### src/rtl/trig_lvl_pkg.sv
package trig_lvl_pkg;

  typedef enum logic [2:0] {
    CM_450  = 3'd0,
    CM_550  = 3'd1,
    CM_X550 = 3'd2,
    CM_650  = 3'd3,
    CM_750  = 3'd4,
    CM_950  = 3'd5
  } compat_mode_e;

  localparam int DEPTH_BYTE  = 1;
  localparam int DEPTH_SMALL = 16;
  localparam int DEPTH_LARGE = 128;

  // upper receive threshold, 16-deep table
  function automatic int rx_hi_small(input logic [1:0] code);
    case (code)
      2'd0:    return 1;
      2'd1:    return 4;
      2'd2:    return 8;
      default: return 14;
    endcase
  endfunction

  // upper receive threshold, 128-deep plain table
  function automatic int rx_hi_wide(input logic [1:0] code);
    case (code)
      2'd0:    return 1;
      2'd1:    return 32;
      2'd2:    return 64;
      default: return 112;
    endcase
  endfunction

  // upper receive threshold, code 3 mode
  function automatic int rx_hi_enh(input logic [1:0] code);
    case (code)
      2'd0:    return 16;
      2'd1:    return 32;
      2'd2:    return 112;
      default: return 120;
    endcase
  endfunction

  // lower (hysteresis) threshold, code 3 mode
  function automatic int rx_lo_enh(input logic [1:0] code);
    case (code)
      2'd0:    return 1;
      2'd1:    return 16;
      2'd2:    return 32;
      default: return 112;
    endcase
  endfunction

  // transmit threshold, code 3 mode with DMA select
  function automatic int tx_enh(input logic [1:0] code);
    case (code)
      2'd0:    return 16;
      2'd1:    return 32;
      2'd2:    return 64;
      default: return 112;
    endcase
  endfunction

endpackage

### src/rtl/trig_tx_sel.sv
module trig_tx_sel
  import trig_lvl_pkg::*;
#(
  parameter int LVL_W = 8
) (
  input  logic [2:0]       mode_i,
  input  logic             enh_i,
  input  logic             dma1_i,
  input  logic [1:0]       code_i,
  input  logic [LVL_W-1:0] prog_i,
  output logic [LVL_W-1:0] lvl_o
);

  always_comb begin
    lvl_o = LVL_W'(1);
    case (mode_i)
      CM_650: begin
        if (enh_i && dma1_i) lvl_o = LVL_W'(tx_enh(code_i));
      end
      CM_950:  lvl_o = prog_i;
      default: lvl_o = LVL_W'(1);
    endcase
  end

endmodule

### src/rtl/trig_rx_sel.sv
module trig_rx_sel
  import trig_lvl_pkg::*;
#(
  parameter int LVL_W = 8
) (
  input  logic [2:0]       mode_i,
  input  logic [1:0]       code_i,
  input  logic [LVL_W-1:0] prog_hi_i,
  input  logic [LVL_W-1:0] prog_lo_i,
  output logic [LVL_W-1:0] hi_o,
  output logic [LVL_W-1:0] lo_o
);

  always_comb begin
    hi_o = LVL_W'(1);
    lo_o = LVL_W'(1);
    case (mode_i)
      CM_550: begin
        hi_o = LVL_W'(rx_hi_small(code_i));
        lo_o = '0;
      end
      CM_X550, CM_750: begin
        hi_o = LVL_W'(rx_hi_wide(code_i));
        lo_o = LVL_W'(1);
      end
      CM_650: begin
        hi_o = LVL_W'(rx_hi_enh(code_i));
        lo_o = LVL_W'(rx_lo_enh(code_i));
      end
      CM_950: begin
        hi_o = prog_hi_i;
        lo_o = prog_lo_i;
      end
      default: begin
        hi_o = LVL_W'(1);
        lo_o = LVL_W'(1);
      end
    endcase
  end

endmodule

### src/rtl/trig_depth_sel.sv
module trig_depth_sel
  import trig_lvl_pkg::*;
#(
  parameter int LVL_W = 8
) (
  input  logic [2:0]       mode_i,
  input  logic             enh_i,
  input  logic             fifo_on_i,
  input  logic             size_bit_i,
  output logic [LVL_W-1:0] depth_o
);

  localparam logic [LVL_W-1:0] D_BYTE  = LVL_W'(DEPTH_BYTE);
  localparam logic [LVL_W-1:0] D_SMALL = LVL_W'(DEPTH_SMALL);
  localparam logic [LVL_W-1:0] D_LARGE = LVL_W'(DEPTH_LARGE);

  logic enh_large;
  assign enh_large = enh_i && fifo_on_i;

  always_comb begin
    depth_o = D_BYTE;
    case (mode_i)
      CM_550:  depth_o = enh_large ? D_LARGE : D_SMALL;
      CM_750: begin
        if (enh_i) depth_o = fifo_on_i  ? D_LARGE : D_SMALL;
        else       depth_o = size_bit_i ? D_LARGE : D_SMALL;
      end
      CM_X550, CM_650, CM_950: depth_o = D_LARGE;
      default: depth_o = D_BYTE;
    endcase
  end

endmodule

### src/rtl/trig_cmp.sv
module trig_cmp #(
  parameter int LVL_W = 8,
  parameter bit BELOW = 1'b1
) (
  input  logic             en_i,
  input  logic [LVL_W-1:0] fill_i,
  input  logic [LVL_W-1:0] lvl_i,
  output logic             req_o
);

  generate
    if (BELOW) begin : g_below
      assign req_o = en_i && (fill_i < lvl_i);
    end else begin : g_reach
      assign req_o = en_i && (fill_i >= lvl_i);
    end
  endgenerate

endmodule

### src/rtl/trig_level_ctrl.sv
module trig_level_ctrl #(
  parameter int LVL_W = 8
) (
  input  logic             clk,
  input  logic             rst_n,
  input  logic [2:0]       compat_mode,
  input  logic             enh_mode,
  input  logic [7:0]       fifo_ctl,
  input  logic [LVL_W-1:0] prog_tx_lvl,
  input  logic [LVL_W-1:0] prog_rx_hi,
  input  logic [LVL_W-1:0] prog_rx_lo,
  input  logic [LVL_W-1:0] tx_fill,
  input  logic [LVL_W-1:0] rx_fill,
  input  logic             tx_irq_en,
  input  logic             rx_irq_en,
  output logic [LVL_W-1:0] tx_lvl,
  output logic [LVL_W-1:0] rx_hi_lvl,
  output logic [LVL_W-1:0] rx_lo_lvl,
  output logic [LVL_W-1:0] fifo_depth,
  output logic             tx_irq,
  output logic             rx_irq
);

  // control byte field positions
  localparam int FC_ON   = 0;
  localparam int FC_DMA  = 3;
  localparam int FC_TXLO = 4;
  localparam int FC_SIZE = 5;
  localparam int FC_RXLO = 6;

  logic [LVL_W-1:0] tx_lvl_d, rx_hi_d, rx_lo_d, depth_d;
  logic             tx_req_d, rx_req_d;
  logic             upd_en;

  assign upd_en = 1'b1;

  trig_tx_sel #(.LVL_W(LVL_W)) u_tx_sel (
    .mode_i (compat_mode),
    .enh_i  (enh_mode),
    .dma1_i (fifo_ctl[FC_DMA]),
    .code_i (fifo_ctl[FC_TXLO+1:FC_TXLO]),
    .prog_i (prog_tx_lvl),
    .lvl_o  (tx_lvl_d)
  );

  trig_rx_sel #(.LVL_W(LVL_W)) u_rx_sel (
    .mode_i    (compat_mode),
    .code_i    (fifo_ctl[FC_RXLO+1:FC_RXLO]),
    .prog_hi_i (prog_rx_hi),
    .prog_lo_i (prog_rx_lo),
    .hi_o      (rx_hi_d),
    .lo_o      (rx_lo_d)
  );

  trig_depth_sel #(.LVL_W(LVL_W)) u_depth_sel (
    .mode_i     (compat_mode),
    .enh_i      (enh_mode),
    .fifo_on_i  (fifo_ctl[FC_ON]),
    .size_bit_i (fifo_ctl[FC_SIZE]),
    .depth_o    (depth_d)
  );

  trig_cmp #(.LVL_W(LVL_W), .BELOW(1'b1)) u_tx_cmp (
    .en_i   (tx_irq_en),
    .fill_i (tx_fill),
    .lvl_i  (tx_lvl_d),
    .req_o  (tx_req_d)
  );

  trig_cmp #(.LVL_W(LVL_W), .BELOW(1'b0)) u_rx_cmp (
    .en_i   (rx_irq_en),
    .fill_i (rx_fill),
    .lvl_i  (rx_hi_d),
    .req_o  (rx_req_d)
  );

  always_ff @(posedge clk or negedge rst_n) begin
    if (!rst_n) begin
      tx_lvl     <= '0;
      rx_hi_lvl  <= '0;
      rx_lo_lvl  <= '0;
      fifo_depth <= '0;
      tx_irq     <= 1'b0;
      rx_irq     <= 1'b0;
    end else if (upd_en) begin
      tx_lvl     <= tx_lvl_d;
      rx_hi_lvl  <= rx_hi_d;
      rx_lo_lvl  <= rx_lo_d;
      fifo_depth <= depth_d;
      tx_irq     <= tx_req_d;
      rx_irq     <= rx_req_d;
    end
  end

  AST_BYTE_MODE_ONE: assert property (@(posedge clk) disable iff (!rst_n)
    ($past(rst_n) && $past(compat_mode) == 3'd0) |->
      (tx_lvl == LVL_W'(1) && rx_hi_lvl == LVL_W'(1) && rx_lo_lvl == LVL_W'(1) && fifo_depth == LVL_W'(1)));

  AST_PROG_TX_FOLLOW: assert property (@(posedge clk) disable iff (!rst_n)
    ($past(rst_n) && $past(compat_mode) == 3'd5) |-> (tx_lvl == $past(prog_tx_lvl)));

  AST_DEPTH_POW2: assert property (@(posedge clk) disable iff (!rst_n)
    $past(rst_n) |-> ($countones(fifo_depth) == 1));

  AST_TX_REQ_BELOW: assert property (@(posedge clk) disable iff (!rst_n)
    tx_irq |-> ($past(tx_fill) < tx_lvl));

  AST_TX_REQ_GATED: assert property (@(posedge clk) disable iff (!rst_n)
    ($past(rst_n) && !$past(tx_irq_en)) |-> !tx_irq);

  AST_RX_REQ_REACHED: assert property (@(posedge clk) disable iff (!rst_n)
    rx_irq |-> ($past(rx_fill) >= rx_hi_lvl));

  AST_RX_REQ_GATED: assert property (@(posedge clk) disable iff (!rst_n)
    ($past(rst_n) && !$past(rx_irq_en)) |-> !rx_irq);

endmodule

### config.mk
export PLATFORM = sky130hd
export DESIGN_NAME = trig_level_ctrl
export DESIGN_NICKNAME = d
export VERILOG_FILES = /design/src/rtl/trig_lvl_pkg.sv /design/src/rtl/trig_tx_sel.sv /design/src/rtl/trig_rx_sel.sv /design/src/rtl/trig_depth_sel.sv /design/src/rtl/trig_cmp.sv /design/src/rtl/trig_level_ctrl.sv
export SDC_FILE = /design/constraint.sdc
export NUM_CORES = 1
export LEC_CHECK = 0
export BUFFER_PORTS_ARGS = -buffer_cell sky130_fd_sc_hd__buf_2
export CAP_MARGIN = 20
export CORE_MARGIN = 2
export CORE_UTILIZATION = 46
export CTS_BUF_LIST = sky130_fd_sc_hd__clkbuf_4 sky130_fd_sc_hd__clkbuf_8
export CTS_CLUSTER_SIZE = 16
export DETAILED_ROUTE_END_ITERATION = 12
export PLACE_DENSITY = 0.91
export SYNTH_ARGS = -nofsm -noshare
export SYNTH_HDL_FRONTEND = slang
export SYNTH_SLANG_ARGS = --single-unit
### constraint.sdc
create_clock -name clk -period 0.8 [get_ports clk]
set_input_delay 0.12 -clock clk [delete_from_list [all_inputs] [get_ports clk]]
set_output_delay 0.12 -clock clk [all_outputs]
set_load 0.05 [all_outputs]
Word level (Yosys, flattened, before mapping)
Index checks and enable logic that the tools add are counted.
Operators by class
  $lt $le $gt $ge: 2
  multiplexer cells: 14
  eq/ne operators: 9
  reduce and logical (&&, ||, !) cells: 8
Operator list (number)
  case mux 7 bit (3 select lines): 4
  case mux 8 bit (3 select lines): 2
  two-way mux 8 bit: 5
  case mux 8 bit (4 select lines): 1
  case mux 8 bit (2 select lines): 1
  case mux 4 bit (3 select lines): 1
  >= comparator 8 bit: 1
  < comparator 8 bit: 1
  equality test 3 x 2 -> 1 bit (second input constant): 2
  equality test 3 bit (second input constant): 2
  equality test 2 x 1 -> 1 bit (second input constant): 2
  equality test 2 bit (second input constant): 2
  logical AND 1 bit: 4
  logical NOT 2 bit: 2
  equality test 3 x 1 -> 1 bit (second input constant): 1
  OR reduction 3 bit: 1
  OR reduction 2 bit: 1
Word-level totals
  flip-flop bits (word level): 34

Depth between registers and ports, before layout
  depth after elaboration: 6
  gate-level depth with buffers: 11
  depth with buffers taken out: 9

Modules after synthesis
A second synthesis with hierarchy kept.
Unflattened totals
  cell total of the unflattened synthesis: 174
  area total of the unflattened synthesis: 1784.2 um2
By module, submodules not included
  trig_level_ctrl: area each 850.8 um2, cells each 34, times used 1
  trig_rx_sel: area each 290.3 um2, cells each 50, times used 1
  trig_cmp (u_rx_cmp): area each 192.7 um2, cells each 27, times used 1
  trig_cmp (u_tx_cmp): area each 183.9 um2, cells each 26, times used 1
  trig_tx_sel: area each 162.7 um2, cells each 21, times used 1
  trig_depth_sel: area each 103.8 um2, cells each 16, times used 1

Least setup slack after synthesis
OpenSTA, ideal clock, no wires.
  path kind: in2reg
  start: in compat_mode[1]
  end: reg tx_irq
  path slack: -0.949 ns
  buffers on the path: 2
  arrival: 1.623 ns
  stages: 9
  setup time: 0.126 ns
  path through: buf_2 -> nand2b_1 -> nor2_1 -> buf_2 -> nand2_1 -> o21a_1 -> ha_1 -> nand4_1 -> o311a_1
Between the ends
  cells in the longest elaborated chain, start to end: 4
  elaborated cells on any way between the ends: 5
  classes of those cells: order compare (1); eq/ne (2); mux (1); reduce/logical (1)
Ends and longest elaborated chain
  start, declared: RTL line trig_level_ctrl.sv:6  | input logic [2:0] compat_mode,
  equality test 3 bit or equality test 3 x 2 -> 1 bit (tied branches): RTL line trig_tx_sel.sv:16  | case (mode_i)
  case mux 8 bit (2 select lines) (*): RTL line trig_tx_sel.sv:16
  < comparator 8 bit (*): RTL line trig_cmp.sv:13  | assign req_o = en_i && (fill_i < lvl_i);
  logical AND 1 bit (*): RTL line trig_cmp.sv:13
  net tx_req_d: RTL line trig_level_ctrl.sv:32  | logic tx_req_d, rx_req_d;
  end signal, assigned: RTL line trig_level_ctrl.sv:90  | tx_irq <= tx_req_d;
  end, declared: RTL line trig_level_ctrl.sv:20  | output logic tx_irq,
The timed path passes the listed nets; every way through them passes the cells marked *.

Worst setup path in the final report
Same ends and word-level chain as after synthesis.

==> impl_metrics.toml <==
[global_routing]
grt_max_degree = 30
overflow = 0
grt_pass1_wl_mm = 7.96
antenna_found_initial = 0
grt_usage_pct = 25.9
grt_pass1_vias = 1698

[critical_path]
worstPathRequired_ps = 1040
worstSetupPathType = "primary input to flop"
endpoint_kind = "flop"
start_kind = "primary input"
path_cells = "buf_8 -> nand2b_4 -> nor2_4 -> buf_6 -> nand2_1 -> ha_4 -> nand4_1 -> nor2_2 -> nor3b_2 -> o311a_1"
crit_arrival_ps = 1660
critical-path-top-delay-family = "simple AND/OR/NAND/NOR gates"
critPathBufInv = 2
critPathMaxStageDelay_ps = 290
cp_max_fo = 7
slowest_stage = "ha_4"

[power]
peakVddDrop_uv = 963
p_comb_share_pct = 34.1
p_sw_share_pct = 33.9
p_switching_w = 0.00135
p_seq_share_pct = 39.5
power.share.clock_pct = 26.4
power.total_w = 0.00398
power.leakage_nw = 1.50
powerDensity_nw_per_um2 = 1410
internal-power_w = 0.00263

[yosys]
yosysWarnings = 0
synth-seq-area-share_pct = 43.7
synth-xor-area-share_pct = 0
synth.avg_cell_area_sq_um = 9.60
synth_top_family_by_area = "compound AO/OA/AOI/OAI gates"
syn_area_sq_um = 1660
synthCells = 173
synth_compound_area_share_pct = 16.0
ys_ff_latch = 29
synth.area.mux_share_pct = 2.41
synthAdderAreaFrac_pct = 13.6
yosys.area_share.simple_pct = 15.8
synth_cell_type_count = 38

[floorplan]
die_h_um = 64.1
die_w_um = 64.1
die_area_sq_um = 4110
design.core.area_sq_um = 3420
ioPinCount = 90
core.rowCount = 21
start_util_pct = 48.6

[cts]
cts_sinks = 29
cts_hold_buf = 4
cts_made_buffers = 5
path_clk_slew_ps = 110
clk_path_buf_depth = 2
cts_max_level = 2
cts_root_buf = "clkbuf_4"
cts_tree = "built"

[finish]
layout-drive-gt1-share_pct = 51.9
layout.nets = 366
final_cell_mix = "buf_2, buf_6, dfrtp_1, buf_4"
diodes = 0
area_growth_syn_to_layout_pct = 70.3
layout.cells.most_common = "buf_2"
fillers = 184

[timing]
setup_slack_ps = -615
holdWs_ps = 10.5
rsz0062_at_grt = "true"
period_share_pct = 177
slew_viol_final = 0
setup-violations-final = 32
fmax_ghz = 0.707
fin_crit_ps = 1420
hold_violations = 0

[min_path]
worstHoldPathCells = 3
holdPathEnd = "tx_lvl[2]"
min_path_type = "primary input to flop"
worstHoldStart = "prog_tx_lvl[2]"

[drt]
drtAntennaViolNets = 0
wl_mm = 5.68
wl_per_cell_um = 16.8
drc_errors = 0
vias = 1786
viasPerCell = 5.27
drtIter0Drc = 83
firstDrtPassIters = 4

[job]
cap_violations = 0

[place]
gp_congestion = 0.865
io_buffers = 82
dpl.hpwl_mm = 3.30

[outcome]
violations = "negative setup slack"
outcome = "finished with violations"
## power by group through the flow
| stage | Combinational [W] | Sequential (W) | Clock, W |
|---|---|---|---|
| after floorplan | 0.000433 | 0.00185 | 0 |
| after global placement | 0.00103 | 0.00158 | 0 |
| after detailed placement | 0.00106 | 0.00158 | 0 |
| after CTS | 0.00124 | 0.00157 | 0.00104 |
| after global routing | 0.00144 | 0.00158 | 0.00111 |
| final | 0.00136 | 0.00157 | 0.00105 |
## cell usage after synthesis
library cell / count / area share [%]
o311a_1: 1 / 0.60
o21a_1: 3 / 1.4
a21o_1: 4 / 1.8
a21boi_0: 1 / 0.45
nand2b_1: 4 / 1.5
a22oi_1: 3 / 1.4
nor3b_1: 3 / 1.4
a211oi_1: 1 / 0.45
nor2b_1: 4 / 1.5
a211o_1: 1 / 0.53
nand4_1: 1 / 0.38
dfrtp_1: 29 / 44
conb_1: 1 / 0.23
o21ai_0: 7 / 2.1
o22ai_1: 1 / 0.38
a21oi_1: 10 / 3.0
o22a_1: 2 / 1.1
o32ai_1: 1 / 0.53
a31oi_1: 1 / 0.38
inv_1: 14 / 3.2
o21ai_2: 1 / 0.53
buf_2: 5 / 1.5
clkbuf_1: 3 / 0.68
o2111ai_1: 1 / 0.53
or2_2: 1 / 0.38
and4b_1: 1 / 0.60
buf_6: 1 / 0.68
and3_1: 1 / 0.38
nor3_1: 1 / 0.30
a221oi_1: 1 / 0.53
and2_1: 6 / 2.3
o211ai_1: 1 / 0.45
buf_4: 5 / 2.3
mux2i_1: 4 / 2.4
nor2_1: 11 / 2.5
nand3_1: 2 / 0.60
nand2_1: 18 / 4.1
ha_1: 18 / 14
## sequential cells by signal, indices dropped and copies added (netlist names)
| name | count |
|---|---|
| rx_lo_lvl | 8 |
| rx_irq | 1 |
| fifo_depth | 3 |
| tx_irq | 1 |
| tx_lvl | 8 |
| rx_hi_lvl | 8 |
## repair_timing
item,CTS,global route
gates cloned,0,0
buffers inserted,7,5
resized for setup,71,19
setup endpoints to repair,31,33
hold endpoints to repair,33,1
pin swaps,7,7
## per-stage QoR
stage               setup WS (ps)  area, sq um  utilization [%]  std cells  setup TNS (ps)
floorplan                    -801         1770                -        177           -1780
global placement             -936         2310             67.7        316           -6070
detailed placement          -1040         2310             67.7        316           -7000
CTS                          -528         2710             79.2        335           -6630
global route                 -670         2830             82.9        339           -7600
finish                       -615         2830             82.9        339           -6870
## metal layers
layer / GRT usage (%) / share of wire [%] / wire length [um]
met2: 45.6 / 53 / 3000
met1: 29.9 / 38 / 2160
met3: 6.16 / 6.4 / 362
met4: 10.9 / 2.9 / 162
met5: 0 / 0 / 0
## worst max-delay path by stage
stage,from,end,slack [ps],depth (start not counted)
floorplan,compat_mode[2],tx_irq,-800,9
global placement,compat_mode[0],tx_irq,-940,10
detailed placement,compat_mode[0],tx_irq,-1040,10
CTS,compat_mode[1],rx_irq,-530,10
global route,compat_mode[1],tx_irq,-670,10
finish,compat_mode[1],tx_irq,-620,10
## cell type report
class	instances	area, sq um	share of cell area [%]
Timing Repair Buffer	122	966	34.1
Clock buffer	7	65.1	2.30
Clock inverter	1	5.00	0.177
Inverter	14	56.3	1.99
Tap cell	46	57.6	2.03
Multi-Input combinational cell	120	955	33.7
Sequential cell	29	726	25.6
## cells by family after synthesis
family          Yosys count
fa+ha+maj                18
flops                    29
compound gates           40
buf+inv                  28
simple gates             53
other cells               1
mux                       4
Note: power is estimated with default switching activity, not from simulation.
